===== config.mk =====
export PLATFORM = sky130hd
export DESIGN_NAME = reg_reply_tx
export DESIGN_NICKNAME = d
export VERILOG_FILES = /design/src/rtl/reg_reply_tx_pkg.sv /design/src/rtl/reply_crc_dibit.sv /design/src/rtl/reply_byte_sel.sv /design/src/rtl/reg_reply_tx.sv
export SDC_FILE = /design/constraint.sdc
export NUM_CORES = 1
export LEC_CHECK = 0
export ABC_AREA = 1
export BUFFER_PORTS_ARGS = -buffer_cell sky130_fd_sc_hd__buf_2
export CAP_MARGIN = 20
export CORE_MARGIN = 2
export CORE_UTILIZATION = 55
export CTS_BUF_LIST = sky130_fd_sc_hd__clkbuf_8
export DETAILED_ROUTE_END_ITERATION = 10
export PLACE_DENSITY = 0.72
export SLEW_MARGIN = 20
export SYNTH_ARGS = -nofsm -noshare
export SYNTH_HDL_FRONTEND = slang
export SYNTH_HIERARCHICAL = 1
export SYNTH_SLANG_ARGS = --single-unit

===== constraint.sdc =====
create_clock -name clk_i -period 9.3 [get_ports clk_i]
set_clock_uncertainty 0.15 [all_clocks]
set_input_delay 0.93 -clock clk_i [delete_from_list [all_inputs] [get_ports clk_i]]
set_output_delay 0.93 -clock clk_i [all_outputs]
set_load 0.1 [all_outputs]

===== src/rtl/reg_reply_tx_pkg.sv =====
package reg_reply_tx_pkg;
  typedef enum logic [1:0] {PH_IDLE, PH_SEND, PH_GAP} phase_e;
  localparam logic [31:0] CRC_POLY_REFL = 32'hEDB88320;
  localparam logic [7:0]  PRE_BYTE = 8'h55;
  localparam logic [7:0]  SFD_BYTE = 8'hD5;
endpackage


===== src/rtl/reply_crc_dibit.sv =====
module reply_crc_dibit
  import reg_reply_tx_pkg::*;
(
  input  logic        clk_i,
  input  logic        rst_ni,
  input  logic        init_i,
  input  logic        en_i,
  input  logic [1:0]  dibit_i,
  output logic [31:0] crc_o
);
  logic [31:0] crc_q, crc_d;

  always_comb begin
    crc_d = crc_q;
    for (int b = 0; b < 2; b++) begin
      if (crc_d[0] ^ dibit_i[b]) crc_d = (crc_d >> 1) ^ CRC_POLY_REFL;
      else                       crc_d = crc_d >> 1;
    end
  end

  always_ff @(posedge clk_i or negedge rst_ni) begin
    if (!rst_ni)     crc_q <= '1;
    else if (init_i) crc_q <= '1;
    else if (en_i)   crc_q <= crc_d;
  end

  assign crc_o = crc_q;
endmodule


===== src/rtl/reply_byte_sel.sv =====
module reply_byte_sel
  import reg_reply_tx_pkg::*;
#(
  parameter logic [47:0] HOST_MAC  = 48'h0,
  parameter logic [47:0] DEV_MAC   = 48'h0,
  parameter logic [15:0] ETHERTYPE = 16'h88B5,
  parameter int          PRE_LEN   = 7,
  parameter int          PAD_BYTES = 46,
  parameter int          IDX_W     = 7
) (
  input  logic [IDX_W-1:0] idx_i,
  input  logic [15:0]      rdata_i,
  input  logic [31:0]      crc_i,
  output logic [7:0]       byte_o
);
  localparam int DstFirst = PRE_LEN + 1;
  localparam int SrcFirst = DstFirst + 6;
  localparam int TypFirst = SrcFirst + 6;
  localparam int PayFirst = TypFirst + 2;
  localparam int FcsFirst = PayFirst + PAD_BYTES;

  logic [31:0] fcs;
  assign fcs = ~crc_i;

  always_comb begin
    int i;
    i = int'(idx_i);
    byte_o = 8'h00;
    if (i < PRE_LEN)            byte_o = PRE_BYTE;
    else if (i < DstFirst)      byte_o = SFD_BYTE;
    else if (i < SrcFirst)      byte_o = HOST_MAC[8*(5-(i-DstFirst)) +: 8];
    else if (i < TypFirst)      byte_o = DEV_MAC[8*(5-(i-SrcFirst)) +: 8];
    else if (i < PayFirst)      byte_o = ETHERTYPE[8*(1-(i-TypFirst)) +: 8];
    else if (i == PayFirst)     byte_o = rdata_i[15:8];
    else if (i == PayFirst + 1) byte_o = rdata_i[7:0];
    else if (i < FcsFirst)      byte_o = 8'h00;
    else                        byte_o = fcs[8*((i-FcsFirst) & 3) +: 8];
  end
endmodule


===== src/rtl/reg_reply_tx.sv =====
module reg_reply_tx
  import reg_reply_tx_pkg::*;
#(
  parameter logic [47:0] HOST_MAC  = 48'h02_11_22_33_44_55,
  parameter logic [47:0] DEV_MAC   = 48'h12_34_56_78_9A_BC,
  parameter logic [15:0] ETHERTYPE = 16'h88B5,
  parameter int          PRE_LEN   = 7,
  parameter int          PAD_BYTES = 46,
  parameter int          GAP_CYC   = 48
) (
  input  logic        clk_i,
  input  logic        rst_ni,
  input  logic [15:0] rdata_i,
  input  logic        rw_i,
  input  logic        valid_i,
  output logic        txen_o,
  output logic [1:0]  txd_o,
  output logic        busy_o
);
  localparam int HdrBytes   = 14;
  localparam int CrcFirst   = PRE_LEN + 1;
  localparam int FcsFirst   = CrcFirst + HdrBytes + PAD_BYTES;
  localparam int FrameBytes = FcsFirst + 4;
  localparam int IdxW       = $clog2(FrameBytes);
  localparam int GapW       = $clog2(GAP_CYC + 1);

  phase_e          phase_q;
  logic [IdxW-1:0] idx_q;
  logic [1:0]      dib_q;
  logic [GapW-1:0] gap_q;
  logic [15:0]     data_q;
  logic [7:0]      cur_byte;
  logic [31:0]     crc;
  logic [1:0]      dibit;
  logic            accept, crc_en;

  assign accept = valid_i && !rw_i && (phase_q == PH_IDLE);
  assign dibit  = cur_byte[2*dib_q +: 2];
  assign crc_en = (phase_q == PH_SEND) && (int'(idx_q) >= CrcFirst) && (int'(idx_q) < FcsFirst);

  reply_byte_sel #(
    .HOST_MAC(HOST_MAC), .DEV_MAC(DEV_MAC), .ETHERTYPE(ETHERTYPE),
    .PRE_LEN(PRE_LEN), .PAD_BYTES(PAD_BYTES), .IDX_W(IdxW)
  ) sel_i (
    .idx_i(idx_q), .rdata_i(data_q), .crc_i(crc), .byte_o(cur_byte)
  );

  reply_crc_dibit crc_i (
    .clk_i(clk_i), .rst_ni(rst_ni), .init_i(accept), .en_i(crc_en),
    .dibit_i(dibit), .crc_o(crc)
  );

  always_ff @(posedge clk_i or negedge rst_ni) begin
    if (!rst_ni) begin
      phase_q <= PH_IDLE;
      idx_q   <= '0;
      dib_q   <= '0;
      gap_q   <= '0;
      data_q  <= '0;
    end else begin
      unique case (phase_q)
        PH_IDLE: if (accept) begin
          phase_q <= PH_SEND;
          idx_q   <= '0;
          dib_q   <= '0;
          data_q  <= rdata_i;
        end
        PH_SEND: begin
          dib_q <= dib_q + 2'd1;
          if (dib_q == 2'd3) begin
            if (int'(idx_q) == FrameBytes - 1) begin
              phase_q <= PH_GAP;
              gap_q   <= '0;
            end else begin
              idx_q <= idx_q + 1'b1;
            end
          end
        end
        PH_GAP: begin
          if (int'(gap_q) == GAP_CYC - 1) phase_q <= PH_IDLE;
          else                            gap_q   <= gap_q + 1'b1;
        end
        default: phase_q <= PH_IDLE;
      endcase
    end
  end

  assign txen_o = (phase_q == PH_SEND);
  assign txd_o  = txen_o ? dibit : 2'b00;
  assign busy_o = (phase_q != PH_IDLE);
endmodule


# Word-level counts from Yosys, hierarchy flattened
# Index checks and enable logic that the tools add are counted.
[word_totals] register_bits=65
[op_classes] add_sub_neg=10 n_lt_le_gt_ge=7 eq_ne=13 shifts=5 mux=28 bitwise=5 n_reduce_logical=15
[ops] op="2-to-1 mux 32 bit" n=4
[ops] op="variable part select 48 x 32 -> 8 bit (first input constant)" n=2
[ops] op="2-to-1 mux 8 bit" n=8
[ops] op="subtractor 4 x 29 -> 29 bit (first input constant)" n=2
[ops] op="inverter 32 bit" n=1
[ops] op="variable part select 16 x 32 -> 8 bit (first input constant)" n=1
[ops] op="variable part select 32 x 6 -> 8 bit" n=1
[ops] op="subtractor 2 x 29 -> 29 bit (first input constant)" n=1
[ops] op="inverter 13 -> 14 bit" n=2
[ops] op="2-to-1 mux 7 bit" n=3
[ops] op="2-to-1 mux 6 bit" n=3
[ops] op="subtractor 7 x 4 -> 8 bit (second input constant)" n=2
[ops] op="equality test 7 x 6 -> 1 bit (second input constant)" n=2
[ops] op="< comparator 7 x 4 -> 1 bit (second input constant)" n=2
[ops] op="< comparator 7 x 5 -> 1 bit (second input constant)" n=2
[ops] op="case mux 7 bit (2 select lines)" n=1
[ops] op="2-to-1 mux 2 bit" n=6
[ops] op="case mux 6 bit (2 select lines)" n=1
[ops] op="AND reduction 4 bit" n=3
[ops] op="inequality test 2 bit (second input constant)" n=4
[ops] op="nonzero test 2 bit" n=4
[ops] op="variable part select 8 x 4 -> 2 bit" n=1
[ops] op="subtractor 7 x 5 -> 8 bit (second input constant)" n=1
[ops] op="adder 7 x 1 -> 7 bit (second input constant)" n=1
[ops] op="18 further kinds" n=25

# Depth between registers and ports, before layout
# Gate-level depths: netlist of run 1.
[logic_depth] ltp_word=17 ltp_mapped=26 ltp_nobuf=25

# Hierarchy
# The synthesis of run 1 kept the hierarchy.
[modules_own_cells] module="reg_reply_tx" n_inst=1 cells_each=227 area_each_um2=1784.2
[modules_own_cells] module="reply_crc_dibit" n_inst=1 cells_each=181 area_each_um2=1699.1
[modules_own_cells] module="reply_byte_sel" n_inst=1 cells_each=221 area_each_um2=1071.0

# Least setup slack after synthesis of run 1
# No wires, ideal clock.
[synth_timing] path_type="reg2out" start="register idx_q[1]" end="output txd_o[1]" arrival_time_ns=3.544 setup_slack_ns=4.676 stages_incl_launch_ff=17 path_cell_list="dfrtp_1 buf_4 inv_1 ha_1 nor2_4 inv_1 nand2_1 nand2_1 nand2_2 nand3_2 o21ai_1 inv_1 a21oi_1 nor2_1 nor2_1 o21ai_1 a21oi_1"
[synth_via] elab_chain_len=12
[synth_lines] item="from (decl)" line="reg_reply_tx.sv:28" rtl="logic [IdxW-1:0] idx_q;"
[synth_lines] item="from (signal assigned)" line="reg_reply_tx.sv:75" rtl="idx_q <= idx_q + 1'b1;"
[synth_lines] item="branches (longest 9 deep; another with subtractor 4 x 29 -> 29 bit)"
[synth_lines] item="2-to-1 mux 8 bit *" line="reply_byte_sel.sv:29" rtl="if (i < PRE_LEN) byte_o = PRE_BYTE;"
[synth_lines] item="named net cur_byte[5]" line="reg_reply_tx.sv:32" rtl="logic [7:0] cur_byte;"
[synth_lines] item="variable part select 8 x 4 -> 2 bit *" line="reg_reply_tx.sv:38" rtl="assign dibit = cur_byte[2*dib_q +: 2];"
[synth_lines] item="2-to-1 mux 2 bit *" line="reg_reply_tx.sv:89" rtl="assign txd_o = txen_o ? dibit : 2'b00;"
[synth_lines] item="to (decl)" line="reg_reply_tx.sv:17" rtl="output logic [1:0] txd_o,"
# Mark *: on every way through the listed nets, which the timed path passes.

# Worst setup path after layout of run 1
# Same ends and word-level chain as after synthesis.

==> results of run 1 <==
[area by class of cell]
cell class / instances / share of cell area (%)
clock buffers: 10 / 2.82
flip-flops and latches: 65 / 34.2
clock inverters: 6 / 1.85
inverters: 80 / 6.23
well taps: 105 / 2.69
multi-input cells: 466 / 49.6
repair buffers: 25 / 2.67
[per-layer routing]
metal  share of wire (%)  GRT usage (%)  vias up  wire length (µm)
met2                  45           41.4      106              4960
met4                 2.7           11.2        0               291
met1                  47           38.6     1861              5160
met5                   0              0        -                 0
met3                 4.7           3.43       22               517
li1                    -              -     2046                 -
[power by group]
group / internal, mW / switching [mW]
Sequential: 0.283 / 0
Clock: 0.159 / 0.117
Combinational: 0.00310 / 0.00646
[registers in the layout, summed over array words and instances (netlist names)]
signal / count
data_q: 16
phase_q: 2
crc_i/crc_o: 32
idx_q: 7
dib_q: 2
gap_q: 6
[worst max-delay path: stages, from the launching register on]
cell     delay (ns)
dfrtp_1        0.92
inv_1          0.33
ha_1           0.46
nor2_4         0.16
inv_1          0.10
nand2_1        0.07
nand2_1        0.06
nand2_2        0.11
nand3_2        0.09
o21ai_1        0.13
inv_1          0.05
a21oi_1        0.13
nor2_1         0.06
nor2_1         0.09
o21ai_1        0.08
a21oi_1        0.15
buf_2          0.44
[stage by stage]
stage                     utilization [%]  instances
after CTS                            60.0        757
after floorplan                         -        629
after detailed placement             57.2        741
after global routing                 60.0        757
after global placement               57.2        741
final                                60.0        757
[logic make-up after synthesis]
logic type	Yosys count	share of synthesized area, %
DFF	65	36.6
AOI/OAI and AO/OA	92	12.9
adders and majority gates	9	2.47
and+or+nand+nor	353	35.4
buffers and inverters	98	10.3
xor gates and xnor gates	12	2.31
[worst min path at each step]
stage                    startpoint               to  slack, ns
global route        crc_i/crc_o[19]  crc_i/crc_o[19]       0.35
detailed placement       data_q[11]       data_q[11]       0.31
floorplan                data_q[11]       data_q[11]       0.29
CTS                      data_q[11]       data_q[11]       0.33
global placement         data_q[11]       data_q[11]       0.31
finish                   data_q[13]       data_q[13]       0.33
[placed cells by master (no fill, tap or decap), types with 4 or more instances in the layout]
cell and count:
a22oi_2 6, a21oi_1 25, a31oi_1 7, nand2_4 6, nor2_1 57, nand3_1 50, a22oi_1 10, nand4_1 5
nor3_1 4, o21ai_2 6, o21ai_0 19, nor2_2 5, clkbuf_8 10, inv_2 14, o21ai_1 13, nand2_2 23
xor2_1 11, buf_2 23, dfrtp_1 33, nand2_1 188, inv_1 64, dfstp_2 32, ha_1 9
==> flow_metrics.py, run 1 <==
metrics = {
    "power_and_ir_drop": {
        "p_per_area_nw_per_um2": 117,
        "total_power_uw": 569,
        "leakagePower_nw": 2.47,
        "peakVddDrop_mv": 0.0805,
    },
    "timing": {
        "finalCriticalPeriod_ns": 4.87,
        "hold_ws_ns": 0.326,
        "slew_viol_final": 0,
        "finalSetupViolCount": 0,
        "rsz0062_at_grt": "no",
        "hold_violations": 0,
        "setup_ws_ns": 4.43,
        "fin_tns_setup_ns": 0,
        "max_freq_mhz": 205,
        "tightest_slew_ns": 0.870,
        "fin_crit_sh_pct": 52.3,
        "maxSlewHeadroom_pct": 42.0,
    },
    "synthesis": {
        "ys_seq_area_share_pct": 36.6,
        "ys_seq_elements": 65,
        "synthArstFlopShare_pct": 100,
        "synth_cell_types": 41,
        "syn_nets": 658,
        "syn_area_um2": 4550,
        "synth_top_cell_by_area": "dfstp_2",
        "synth_top_cell_area_share_pct": 18.5,
        "synth_edf_count": 0,
        "netlist_top_cells_area": "dfstp_2, dfrtp_1, nand2_1, nand3_1, inv_1",
        "syn_area_per_cell_um2": 7.24,
        "synthMostInstantiatedCell": "nand2_1",
        "ys_top_cells_by_count": "nand2_1, inv_1, nor2_1",
        "synthesis.instances": 629,
        "yosys_most_used_dff": "dfrtp_1",
        "yosys_warnings": 6,
    },
    "route": {
        "num_vias": 4035,
        "avgViaCountPerCell": 5.33,
        "drtIter0Drc": 304,
        "drc": 0,
        "drt_first_pass_iters": 5,
        "final_antenna_net_count": 0,
        "wire_per_inst_um": 14.4,
        "wl_mm": 10.9,
    },
    "die": {
        "io_pins": 24,
        "rows": 33,
        "die_w_um": 95,
        "chipHeight_um": 95,
        "core_um2": 8130,
        "design.die.area_um2": 9030,
        "start_util_pct": 56.0,
    },
    "clock_tree": {
        "clkLatencyLatePin_ns": 0.35,
        "cts-resized-gates": 0,
        "post_cts.repair.setup_buffers": 0,
        "cts.sinks": 65,
        "hold_buffers": 0,
        "root_buffer": "clkbuf_8",
        "htree_levels": 3,
        "cts_tree": "built",
        "path_clk_slew_ns": 0.07,
        "numCtsBuffers": 9,
        "ctsLongestPathBuffers": 2,
    },
    "cells_and_area": {
        "ff_latch_area_um2": 1670,
        "final_nets": 676,
        "stdcell_area_um2": 4880,
        "drive_above_1_share_pct": 22.4,
        "fill_cells": 797,
        "multi_input_area_um2": 2420,
        "diodes": 0,
        "area_delta_synth_final_pct": 7.14,
    },
    "placement": {
        "hpwl_mm": 7.74,
        "pre_cts_slack_ns": 4.85,
        "gp_congestion": 0.862,
        "port_buffers": 23,
        "placed_area_um2": 4650,
    },
    "worst_setup_path": {
        "endpoint_kind": "output port",
        "r2r_start": "idx_q[1]",
        "reg2reg_depth": 22,
        "path_max_fanout": 24,
        "cp-start-kind": "flop",
        "path_class": "reg -> out",
        "crit_arrival_ns": 3.79,
        "crit_start": "idx_q[1]",
        "critPathCapture": "txd_o[1]",
        "required_ns": 8.22,
        "reg2reg_slack_ns": 5.10,
        "r2r-end": "crc_i/crc_o[23]",
    },
    "status": {
        "status": "complete, no violations",
    },
    "global_routing": {
        "grt_pass1_wl_mm": 19.0,
        "grt_max_degree": 66,
        "antenna_found_initial": 0,
        "groute.usage.overall_pct": 27.0,
        "gr-total-overflow": 0,
        "first_global_vias": 3889,
    },
    "hold_path": {
        "holdPathStages": 2,
        "min_path_type": "reg -> reg",
    },
    "job": {
        "cap_violations": 0,
    },
}
Note: power is estimated with default switching activity, not from simulation.
==> run 2: changes to the inputs <==
ABC_AREA = 0   (was 1)
clock period = 5 ns   (was 9.3 ns; I/O delays follow)
==> flow_metrics.py, run 2 <==
metrics = {
    "status": {
        "status": "complete, no violations",
    },
    "timing": {
        "tightest_slew_ns": 0.823,
        "rsz0062_at_grt": "no",
        "max_freq_mhz": 223,
        "hold_violations": 0,
        "fin_crit_sh_pct": 89.9,
        "fin_tns_setup_ns": 0,
        "finalSetupViolCount": 0,
        "maxSlewHeadroom_pct": 45.1,
        "finalCriticalPeriod_ns": 4.49,
        "setup_ws_ns": 0.506,
        "slew_viol_final": 0,
    },
    "synthesis": {
        "synthMostInstantiatedCell": "dfrtp_1",
        "yosys_most_used_dff": "dfrtp_1",
        "synth_edf_count": 0,
        "synth_top_cell_area_share_pct": 19.5,
        "synth_cell_types": 76,
        "syn_area_per_cell_um2": 10.9,
        "synthesis.instances": 398,
        "netlist_top_cells_area": "dfstp_2, dfrtp_1, a211o_1, mux4_2, mux2_2",
        "ys_seq_elements": 65,
        "synthArstFlopShare_pct": 100,
        "ys_top_cells_by_count": "dfrtp_1, dfstp_2, a211o_1",
        "yosys_warnings": 6,
        "ys_seq_area_share_pct": 38.6,
        "syn_area_um2": 4320,
        "synth_top_cell_by_area": "dfstp_2",
        "syn_nets": 427,
    },
    "die": {
        "io_pins": 24,
        "chipHeight_um": 92.6,
        "design.die.area_um2": 8580,
        "start_util_pct": 56.5,
        "core_um2": 7650,
        "die_w_um": 92.6,
        "rows": 32,
    },
    "worst_setup_path": {
        "cp-start-kind": "flop",
        "path_class": "reg -> out",
        "path_max_fanout": 16,
        "critical-path-top-delay-family": "compound AO/OA/AOI/OAI gates",
        "max_stage_delay_ns": 0.69,
        "crit_arrival_ns": 3.84,
        "crit_buf_inv": 2,
        "path_cells": "inv_1 -> ha_1 -> a21boi_1 -> o21ai_0 -> o21ai_0 -> a21oi_1 -> o211ai_1 -> mux4_2 -> and2_1 -> buf_2",
        "crit_path_top_delay_cell": "dfrtp_1",
        "cpMostUsedCell": "o21ai_0",
        "required_ns": 4.35,
        "endpoint_kind": "output port",
    },
    "placement": {
        "pre_cts_slack_ns": 0.815,
        "hpwl_mm": 6.43,
        "port_buffers": 23,
        "dp.cells": 507,
        "gp_congestion": 0.965,
    },
    "power_and_ir_drop": {
        "seqPwrFrac_pct": 52.3,
        "p_per_area_nw_per_um2": 230,
        "leakagePower_nw": 2.11,
        "switching_power_uw": 243,
        "peakVddDrop_mv": 0.157,
        "swShare_pct": 22.6,
        "internal_power_uw": 833,
        "comb_power_share_pct": 6.9,
        "p_clk_share_pct": 40.7,
    },
    "clock_tree": {
        "htree_levels": 3,
        "post_cts.repair.setup_buffers": 0,
        "path_clk_slew_ns": 0.07,
        "hold_buffers": 0,
        "numCtsBuffers": 9,
        "cts.sinks": 65,
        "cts_tree": "built",
        "clkLatencyLatePin_ns": 0.34,
        "cts-resized-gates": 0,
        "root_buffer": "clkbuf_8",
        "ctsLongestPathBuffers": 2,
    },
    "cells_and_area": {
        "drive_above_1_share_pct": 29.9,
        "area_delta_synth_final_pct": 8.23,
        "mostFrequentLayoutCell": "dfrtp_1",
        "largest_reg_flops": 32,
        "diodes": 0,
        "fin_cells": 523,
        "final_nets": 445,
        "layout_common_cells": "dfrtp_1, dfstp_2, a211o_1",
        "fill_cells": 635,
        "final_util_pct": 61.1,
    },
    "route": {
        "drt_first_pass_iters": 4,
        "wire_per_inst_um": 18.2,
        "num_vias": 3215,
        "wl_mm": 9.51,
        "final_antenna_net_count": 0,
        "avgViaCountPerCell": 6.15,
        "drc": 0,
        "drtIter0Drc": 153,
    },
    "global_routing": {
        "grt_pass1_wl_mm": 15.7,
        "first_global_vias": 3129,
        "gr-total-overflow": 0,
        "grt_max_degree": 66,
        "groute.usage.overall_pct": 23.3,
        "antenna_found_initial": 0,
    },
    "hold_path": {
        "min_path_type": "in -> async",
    },
    "job": {
        "cap_violations": 0,
    },
}
## run 2: area by class of cell
type	count	area [µm²]	share of cell area, %
Multi-Input combinational cell	300	2480	53.1
Sequential cell	65	1670	35.7
Inverter	10	38.8	0.830
Tap cell	102	128	2.73
Clock buffer	10	138	2.94
Timing Repair Buffer	30	168	3.59
Clock inverter	6	53.8	1.15
## run 2: per-layer routing
metal  wire (µm)  global-route usage [%]
met3         448                    5.21
met5           0                       0
met1        4350                    31.8
met4         193                    9.68
met2        4520                    35.9
## run 2: path summary, 6_finish.rpt
kind	slack [ns]	end	cells past startpoint	from
setup / recovery	0.51	txd_o[0]	10	idx_q[3]
hold / removal	0.20	data_q[4]	2	rst_ni
setup reg to reg	0.57	crc_i/crc_o[8]	11	idx_q[3]
hold reg to reg	0.35	data_q[2]	1	data_q[2]
max in group asynchronous	3.97	idx_q[1]	2	rst_ni
min in group clk_i	0.24	data_q[1]	2	rdata_i[1]
## run 2: per-stage QoR
step / power [mW] / hold WS (ns) / area [µm²]
floorplan: 0.621 / 0.0544 / 4320
global placement: 0.645 / 0.314 / 4480
detailed placement: 0.648 / 0.336 / 4480
CTS: 1.09 / 0.207 / 4670
global route: 1.12 / 0.221 / 4670
finish: 1.08 / 0.202 / 4670
## run 2: logic make-up after synthesis
family,synth area share [%]
mux,10.7
xor+xnor,8.20
flops,38.6
compound gates,20.1
fa+ha+maj,2.61
simple gates,15.6
buf+inv,4.14
## run 2: power groups by stage
stage	Combinational [mW]	Clock, mW	Sequential [mW]
finish	0.0746	0.438	0.563
global route	0.0823	0.475	0.565
CTS	0.0759	0.450	0.563
detailed placement	0.0755	0	0.572
global placement	0.0736	0	0.571
floorplan	0.0531	0	0.567
